<file path="src/rtl/tmr_pkg.sv">
// Shared widths and control-byte field positions for the timer bank.
// Assumes the control byte is bits 23:16 of a timer word.
package tmr_pkg;
    localparam int CNT_W   = 16;
    localparam int PRE_W   = 10;
    localparam int CTRL_W  = 8;
    localparam int WR_W    = CNT_W + CTRL_W;

    // Field positions inside the control byte (word bit = position + 16)
    localparam int C_START = 7;
    localparam int C_IEN   = 6;
    localparam int C_CASC  = 2;
    localparam int C_PSHI  = 1;
    localparam int C_PSLO  = 0;

    // Bits that exist; all others read back as zero
    localparam logic [CTRL_W-1:0] CTRL_MASK = 8'b1100_0111;

    // Terminal value of the prescaler count for a given rate select
    function automatic logic [PRE_W-1:0] pre_limit(input logic [1:0] sel);
        case (sel)
            2'd0:    pre_limit = '0;
            2'd1:    pre_limit = PRE_W'(63);
            2'd2:    pre_limit = PRE_W'(255);
            default: pre_limit = PRE_W'(1023);
        endcase
    endfunction
endpackage

</file>
<file path="src/rtl/tmr_prescaler.sv">
// Per-timer clock divider. Gives a one-cycle strobe every 1/64/256/1024
// clocks while running. Restarts from zero when its timer is started.
module tmr_prescaler
    import tmr_pkg::*;
(
    input  logic       clk,
    input  logic       rst_n,
    input  logic       run,
    input  logic       restart,
    input  logic [1:0] sel,
    output logic       strobe
);
    logic [PRE_W-1:0] div_q;

    assign strobe = run && (div_q == pre_limit(sel));

    // Divider count: cleared on reset, on restart, while stopped and at wrap
    always_ff @(posedge clk) begin
        if (!rst_n || restart || !run || strobe)
            div_q <= '0;
        else
            div_q <= div_q + 1'b1;
    end
endmodule

</file>
<file path="src/rtl/tmr_channel.sv">
// One 16-bit timer: control byte, hidden reload, counter, overflow request.
// Assumes casc_in is the same-cycle overflow of the timer below (0 for
// timer 0, which never cascades).
module tmr_channel
    import tmr_pkg::*;
#(
    parameter int IDX = 0
) (
    input  logic              clk,
    input  logic              rst_n,
    input  logic              wr_sel,
    input  logic [2:0]        wstrb,
    input  logic [WR_W-1:0]   wdata,
    input  logic              casc_in,
    output logic [CNT_W-1:0]  count_o,
    output logic [CTRL_W-1:0] ctrl_o,
    output logic [CNT_W-1:0]  reload_o,
    output logic              ovf_o,
    output logic              irq_o
);
    localparam bit CASC_OK = (IDX != 0);

    logic [CTRL_W-1:0] ctrl_q, ctrl_d;
    logic [CNT_W-1:0]  rld_q, rld_d, cnt_q;
    logic              irq_q, start_rise, pre_stb, step, use_casc;

    // Next control and reload values from the byte lanes
    always_comb begin
        ctrl_d = ctrl_q;
        rld_d  = rld_q;
        if (wr_sel && wstrb[0]) rld_d[7:0]  = wdata[7:0];
        if (wr_sel && wstrb[1]) rld_d[15:8] = wdata[15:8];
        if (wr_sel && wstrb[2]) ctrl_d      = wdata[23:16] & CTRL_MASK;
    end

    assign start_rise = ctrl_d[C_START] && !ctrl_q[C_START];
    assign use_casc   = CASC_OK && ctrl_q[C_CASC];
    assign step       = ctrl_q[C_START] && (use_casc ? casc_in : pre_stb);
    assign ovf_o      = step && (cnt_q == '1);

    tmr_prescaler u_pre (
        .clk     (clk),
        .rst_n   (rst_n),
        .run     (ctrl_q[C_START]),
        .restart (start_rise),
        .sel     (ctrl_q[C_PSHI:C_PSLO]),
        .strobe  (pre_stb)
    );

    // Register file: control byte and hidden reload value
    always_ff @(posedge clk) begin
        if (!rst_n) begin
            ctrl_q <= '0;
            rld_q  <= '0;
        end else begin
            ctrl_q <= ctrl_d;
            rld_q  <= rld_d;
        end
    end

    // Counter: load on start rise, reload on wrap, else step by one
    always_ff @(posedge clk) begin
        if (!rst_n)
            cnt_q <= '0;
        else if (start_rise)
            cnt_q <= rld_d;
        else if (ovf_o)
            cnt_q <= rld_q;
        else if (step)
            cnt_q <= cnt_q + 1'b1;
    end

    // Overflow request, registered for one cycle
    always_ff @(posedge clk) begin
        if (!rst_n) irq_q <= 1'b0;
        else        irq_q <= ovf_o && ctrl_q[C_IEN];
    end

    assign count_o  = cnt_q;
    assign ctrl_o   = ctrl_q;
    assign reload_o = rld_q;
    assign irq_o    = irq_q;
endmodule

</file>
<file path="src/rtl/tmr_bank.sv">
// Bank of cascadable timers behind one register window. Reads are
// combinational from the addressed timer; writes apply on the clock edge.
module tmr_bank
    import tmr_pkg::*;
#(
    parameter int N_TMR = 4,
    localparam int ADDR_W = $clog2(N_TMR)
) (
    input  logic              clk,
    input  logic              rst_n,
    input  logic [ADDR_W-1:0] bus_addr,
    input  logic              bus_wr,
    input  logic [2:0]        bus_wstrb,
    input  logic [WR_W-1:0]   bus_wdata,
    output logic [31:0]       bus_rdata,
    output logic [N_TMR-1:0]  irq_o
);
    logic [N_TMR-1:0][CNT_W-1:0]  cnt_all, rld_all;
    logic [N_TMR-1:0][CTRL_W-1:0] ctrl_all;
    logic [N_TMR-1:0]             ovf_all, run_all, ien_all, casc_all;

    for (genvar i = 0; i < N_TMR; i++) begin : g_tmr
        logic casc_src;
        if (i == 0) begin : g_head
            assign casc_src = 1'b0;
        end else begin : g_link
            assign casc_src = ovf_all[i-1];
        end

        tmr_channel #(.IDX(i)) u_ch (
            .clk      (clk),
            .rst_n    (rst_n),
            .wr_sel   (bus_wr && (bus_addr == ADDR_W'(i))),
            .wstrb    (bus_wstrb),
            .wdata    (bus_wdata),
            .casc_in  (casc_src),
            .count_o  (cnt_all[i]),
            .ctrl_o   (ctrl_all[i]),
            .reload_o (rld_all[i]),
            .ovf_o    (ovf_all[i]),
            .irq_o    (irq_o[i])
        );

        assign run_all[i]  = ctrl_all[i][C_START];
        assign ien_all[i]  = ctrl_all[i][C_IEN];
        assign casc_all[i] = ctrl_all[i][C_CASC];
    end

    assign bus_rdata = {8'h00, ctrl_all[bus_addr], cnt_all[bus_addr]};
endmodule

</file>
<file path="config.mk">
export PLATFORM = sky130hd
export DESIGN_NAME = tmr_bank
export DESIGN_NICKNAME = d
export VERILOG_FILES = /design/src/rtl/tmr_pkg.sv /design/src/rtl/tmr_prescaler.sv /design/src/rtl/tmr_channel.sv /design/src/rtl/tmr_bank.sv
export SDC_FILE = /design/constraint.sdc
export NUM_CORES = 1
export LEC_CHECK = 0
export BUFFER_PORTS_ARGS = -buffer_cell sky130_fd_sc_hd__buf_4
export CAP_MARGIN = 15
export CORE_AREA = 2 2 120 210
export CTS_CLUSTER_SIZE = 8
export DETAILED_ROUTE_END_ITERATION = 7
export DIE_AREA = 0 0 122 212
export GPL_TIMING_DRIVEN = 0
export PLACE_DENSITY = 0.65
export SLEW_MARGIN = 15
export SYNTH_ARGS = -nofsm -noshare
export SYNTH_HDL_FRONTEND = slang
export SYNTH_SLANG_ARGS = --single-unit
</file>
<file path="constraint.sdc">
create_clock -name clk -period 3 [get_ports clk]
set_clock_uncertainty 0.15 [all_clocks]
set_input_delay 0.6 -clock clk [delete_from_list [all_inputs] [get_ports clk]]
set_output_delay 0.6 -clock clk [all_outputs]
set_load 0.02 [all_outputs]
</file>
# After elaboration in Yosys (flattened, before gate mapping)
# Cells that the tools add are included.
# classes
n_addsub	8
order_cmp	1
eq_ne	19
mux	35
reduce_logical	62
# op_table
operator	n
two-way mux 16 bit	13
case mux 10 bit (3 select lines)	4
two-way mux 8 bit	13
adder 16 x 1 -> 16 bit, second input constant	4
== test 16 bit, second input constant	4
adder 10 x 1 -> 10 bit, second input constant	4
== test 10 bit	4
logical AND 1 bit	36
binary-select mux 16 bit (select 2 bit)	1
binary-select mux 8 bit (select 2 bit)	1
== test 2 bit, second input constant	6
logical OR 1 bit	12
nonzero test 3 bit	4
== test 2 x 1 -> 1 bit, second input constant	5
logical NOT 2 bit	5
logical NOT 1 bit	5
less-than comparator 2 x 3 -> 1 bit, second input constant	1
two-way mux 1 bit	3
# word_totals
register_bits	192
input_bits	32
output_inout_bits	36

# Logic depth before layout (Yosys ltp)
# depth
depth_word	17
ltp_mapped	10
depth_no_buf	8

# Cells and area by module
# Synthesis repeated with hierarchy kept, for this count alone.
# unflattened
cells_unflattened	1229
area_unflattened_um2	11003.1
# modules_own_cells
mod	n_inst	cells_each	area_per_inst_um2	seq_area_each_um2
tmr_channel (g_tmr[1].u_ch ...)	3	243	2097.0	760.7
tmr_prescaler	4	56	511.7	200.2
tmr_channel (g_tmr[0].u_ch)	1	233	1949.4	760.7
tmr_bank	1	43	715.7	0.0

# Worst setup path after synthesis
# No wires, ideal clock.
# synth_path
kind	input to output
from	input port bus_addr[0]
to	output port bus_rdata[0]
arrival_ps	2001
slack_ps	249
cell_stages	3
cell_sequence	clkbuf_1 > buf_1 > mux4_2
# synth_via
elab_chain_cells	2
# synth_rtl
item	line	source
start, declared	tmr_bank.sv:11	input logic [ADDR_W-1:0] bus_addr,
binary-select mux 16 bit (select 2 bit)	tmr_bank.sv:49	assign bus_rdata = {8'h00, ctrl_all[bus_addr], cnt_all[bus_addr]};
two-way mux 16 bit (implied by the code)	tmr_bank.sv:49	
end, declared	tmr_bank.sv:15	output logic [31:0] bus_rdata,
# Every way passes these cells. The select of a mux whose other input is x is not followed.

# Worst setup path after layout
# layout_path
from	register g_tmr[0].u_ch.cnt_q[0]
to	register g_tmr[3].u_ch.irq_q
# layout_via
elab_chain_cells	12
# layout_rtl
item	line	source
start, declared	tmr_channel.sv:24	logic [CNT_W-1:0] rld_q, rld_d, cnt_q;
start signal, assigned	tmr_channel.sv:66	cnt_q <= rld_d;
start signal, assigned	tmr_channel.sv:68	cnt_q <= rld_q;
start signal, assigned	tmr_channel.sv:70	cnt_q <= cnt_q + 1'b1;
== test 16 bit	tmr_channel.sv:39	assign ovf_o = step && (cnt_q == '1);
logical AND 1 bit	tmr_channel.sv:39	
two-way mux 1 bit	tmr_channel.sv:38	assign step = ctrl_q[C_START] && (use_casc ? casc_in : pre_stb);
logical AND 1 bit	tmr_channel.sv:38	
logical AND 1 bit	tmr_channel.sv:39	
two-way mux 1 bit	tmr_channel.sv:38	
logical AND 1 bit	tmr_channel.sv:38	
logical AND 1 bit	tmr_channel.sv:39	
two-way mux 1 bit	tmr_channel.sv:38	
logical AND 1 bit	tmr_channel.sv:38	
logical AND 1 bit	tmr_channel.sv:39	
logical AND 1 bit	tmr_channel.sv:76	else irq_q <= ovf_o && ctrl_q[C_IEN];
end signal, assigned	tmr_channel.sv:76	
end, declared	tmr_channel.sv:25	logic irq_q, start_rise, pre_stb, step, use_casc;
# Every way passes these cells.
# A chain may end at the register's enable or synchronous reset.

==> run_results.csv <==
group,metric,value,unit
routing,first_iter_violations,1034,
timing,fmax,342,MHz
finish,fin_nets,1333,
synth,synth_area_leaders,"dfxtp_1, mux2i_1, nor2_1, mux4_2, a21oi_1",
critical_path,ff2ff_path_depth,9,
finish,finalNonFillerCells,1618,
synth,synth_mux_area_share,12.4,%
timing,rsz0062_at_grt,"true",
power,switching_share,25.0,%
clock_tree,hold_buffers,0,
critical_path,critPathTopFamily,"simple AND/OR/NAND/NOR gates",
critical_path,cp-start-kind,"flip-flop",
worst_hold_path,hold_path_startpoint,"bus_wdata[17]",
synth,synth_top_family_by_area,"simple AND/OR/NAND/NOR gates",
placed_design,place_congestion,0.965,
global_route,grt_util_met2,46.5,%
clock_tree,clk_latency,470,ps
global_route,met1_usage,30.4,%
finish,final_cell_area,11700,µm²
power,pwr-share-seq,49.7,%
synth,syn_area_per_cell,8.45,µm²
clock_tree,clk_pin_slew,70,ps
routing,num_vias,9680,
routing,drtPass1Iterations,7,
worst_hold_path,hold_end,"g_tmr[0].u_ch.ctrl_o[1]$_SDFFE_PN0P_",
global_route,antenna_found_initial,1,
die,ios,68,
global_route,busiest_layer,"met2",
clock_tree,cts_root_buf,"clkbuf_16",
synth,yosysMostFrequentCell,"nor2_1",
synth,syn-cell-area,10200,µm²
timing,fin_crit_sh,97.3,%
synth,yosysSeqAreaShare,37.6,%
synth,yosys.area_share.simple,24.7,%
critical_path,critPathRequiredTime,3260,ps
critical_path,r2r_end,"g_tmr[3].u_ch.irq_o$_SDFF_PN0_",
clock_tree,clk_path_buf_depth,2,
power,finalPower,5250,µW
global_route,grtUsageMet3,4.00,%
routing,drc,0,
placed_design,placed_cells,1581,
critical_path,path_cells,"ha_2, nand2_1, nor4_4, nand4_1, o221a_4, o2bb2ai_4, buf_6, and2_1, and3_1",
clock_tree,cts_tree,"built",
timing,worstMarginPinSlew,871,ps
critical_path,crit_slowest_cell,"dfxtp_1",
critical_path,arrival,3180,ps
power,switchingPower,1310,µW
synth,ys_warn_count,0,
clock_tree,htree_levels,4,
routing,wl_per_cell,21.3,µm
synth,yosysTopAreaCell,"dfxtp_1",
placed_design,pre_cts_ws,-541,ps
synth,synthCells,1210,
global_route,grt_usage,27.3,%
critical_path,r2r_start,"g_tmr[0].u_ch.count_o[0]$_SDFFE_PN0P_",
placed_design,post_dp_cell_area,11000,µm²
timing,final.setup.worst_slack,80.0,ps
synth,synth_seq_cells,192,
synth,async_reset_ff_share,0,%
timing,relSlewSlack,41.9,%
finish,area.growth.synth_to_final,14.8,%
critical_path,cp_num_buf_inv,1,
routing,drt-total-wl,34.4,mm
power,vdd_ir_drop_max,481,µV
synth,synth-xor-area-share,4.62,%
global_route,grt-ovfl-total,0,
finish,diodes,0,
timing,fin_crit,2920,ps
synth,synth_cell_type_count,78,
job,cap_violations,0,
power,clkPwrFrac,43.2,%
placed_design,port_buffers,49,
timing,hold_viol_final,0,
die,initial_utilization,42.2,%
power,p_int,3940,µW
global_route,grt_max_degree,17,
synth,synth_edf_count,0,
synth,yosysTopAreaCellShare,37.6,%
power,power_density,447,nW/µm²
critical_path,critical_path_class,"reg -> reg",
synth,synth-compound-area-share,15.2,%
die,die_y,212,µm
die,rows,76,
placed_design,post-dp-hpwl,25.8,mm
global_route,first_global_vias,9217,
die,dieArea,25900,µm²
synth,synth_common_cells,"nor2_1, dfxtp_1, nand2_1",
routing,final_antenna_net_count,0,
critical_path,cp-end-kind,"flip-flop",
finish,drive_gt1_share,13.0,%
clock_tree,cts-buffers-inserted,17,
synth,synth-adder-area-share,0.979,%
synth,synthFlopType,"dfxtp_1",
timing,setup_viol,0,
critical_path,r2r_slack,80,ps
routing,via_per_inst,5.98,
die,core,24200,µm²
outcome,status,"finished clean",
global_route,grt_pass1_wl,52.8,mm
power,combPwrFrac,7.0,%
critical_path,slowest_delay,440,ps
clock_tree,cts.sinks,192,
critical_path,critPathMaxFanout,10,
die,die_width,122,µm
timing,drv_slew,0,
worst_hold_path,whs_path_depth,3,
worst_hold_path,hold_class,"in -> reg",
power,power_leakage,0.00441,µW
## stage by stage
step	utilization (%)	hold slack, ps	setup TNS, ps
after floorplan	-	283	0
after global placement	45.5	290	-21020
after detailed placement	45.5	306	-21100
after CTS	48.0	261	0
after global routing	48.4	268	-51.1
final	48.4	270	0
## worst register-to-register path, delay by kind of cell (launching register included)
| family | cells | cell delay (ps) |
|---|---|---|
| AND/OR/NAND/NOR | 5 | 1170 |
| AO/OA/AOI/OAI | 2 | 610 |
| flip-flops | 1 | 440 |
| adder cells (fa/ha/maj) | 1 | 300 |
| buffers and inverters | 1 | 200 |
## repair_timing
item | 4_1_cts | 5_1_grt
pin swaps | 2 | 2
endpoints found under the setup margin | 64 | 45
buffers inserted | 3 | 5
resized for setup | 10 | 15
## state kept, by name, indices dropped and copies added, names as in the netlist
register                cells
g_tmr.u_ch.irq_o            4
g_tmr.u_ch.reload_o        64
g_tmr.u_ch.u_pre.div_q     40
g_tmr.u_ch.count_o         64
g_tmr.u_ch.ctrl_o          20
## cells in the final DEF (no fill, tap or decap), drive strengths merged, types with 6 or more instances in the layout
cell     count
mux2i       75
clkbuf      68
o21ai       29
conb        11
nor4        15
nor2       198
buf         84
a31oi       15
xnor2       19
and2        13
dfxtp      192
nor2b        7
a21oi       87
or3          8
ha           8
nand3       80
nor3        21
and3        23
xor2        35
clkinv       7
o221ai       8
nand4       26
o2bb2ai      7
and4         8
nor3b        6
inv         20
nand2      105
o22ai       21
mux4        21
## power by group through the flow
stage	registers [µW]	logic (µW)	clock network (µW)
global placement	2670	356	0
CTS	2610	361	2300
global route	2620	390	2390
detailed placement	2670	358	0
finish	2610	369	2270
floorplan	2660	213	0
## cell families (layout without fill, tap and decap cells)
kind of cell    after synthesis  count (layout)
mux                         100             100
other cells                   1              11
buf+inv                      98             184
compound gates              232             232
simple gates                525             525
xor+xnor                     54              54
fa+ha+maj                     8               8
flops                       192             192
## layer usage
| layer | up-vias | part of all wire, % |
|---|---|---|
| met3 | 109 | 5.7 |
| met1 | 4704 | 37 |
| li1 | 4507 | - |
| met4 | 0 | 7.5 |
| met5 | - | 0 |
| met2 | 360 | 50 |
## how the worst max path moves through the flow
stage | from | endpoint | slack (ps) | cells past startpoint
final | g_tmr[0].u_ch.count_o[0]$_SDFFE_PN0P_ | g_tmr[3].u_ch.irq_o$_SDFF_PN0_ | 80 | 9
after global placement | bus_addr[0] | g_tmr[0].u_ch.count_o[0]$_SDFFE_PN0P_ | -550 | 10
after floorplan | bus_addr[0] | bus_rdata[0] | 250 | 3
after CTS | g_tmr[1].u_ch.count_o[0]$_SDFFE_PN0P_ | g_tmr[3].u_ch.count_o[1]$_SDFFE_PN0P_ | 20 | 9
after global routing | g_tmr[0].u_ch.u_pre.div_q[0]$_SDFF_PP0_ | g_tmr[2].u_ch.count_o[15]$_SDFFE_PN0P_ | -20 | 7
after detailed placement | bus_addr[0] | g_tmr[0].u_ch.count_o[6]$_SDFFE_PN0P_ | -540 | 10
## final cells by class
type | instances | area [µm²]
Multi-Input combinational cell | 930 | 6050
Clock buffer | 20 | 447
Inverter | 20 | 75.1
Fill cell | 2410 | 12500
Clock inverter | 12 | 118
Tap cell | 312 | 390
Timing Repair Buffer | 57 | 440
Buffer | 75 | 378
Sequential cell | 192 | 3840
No activity file was read; power rests on OpenSTA's default activity.
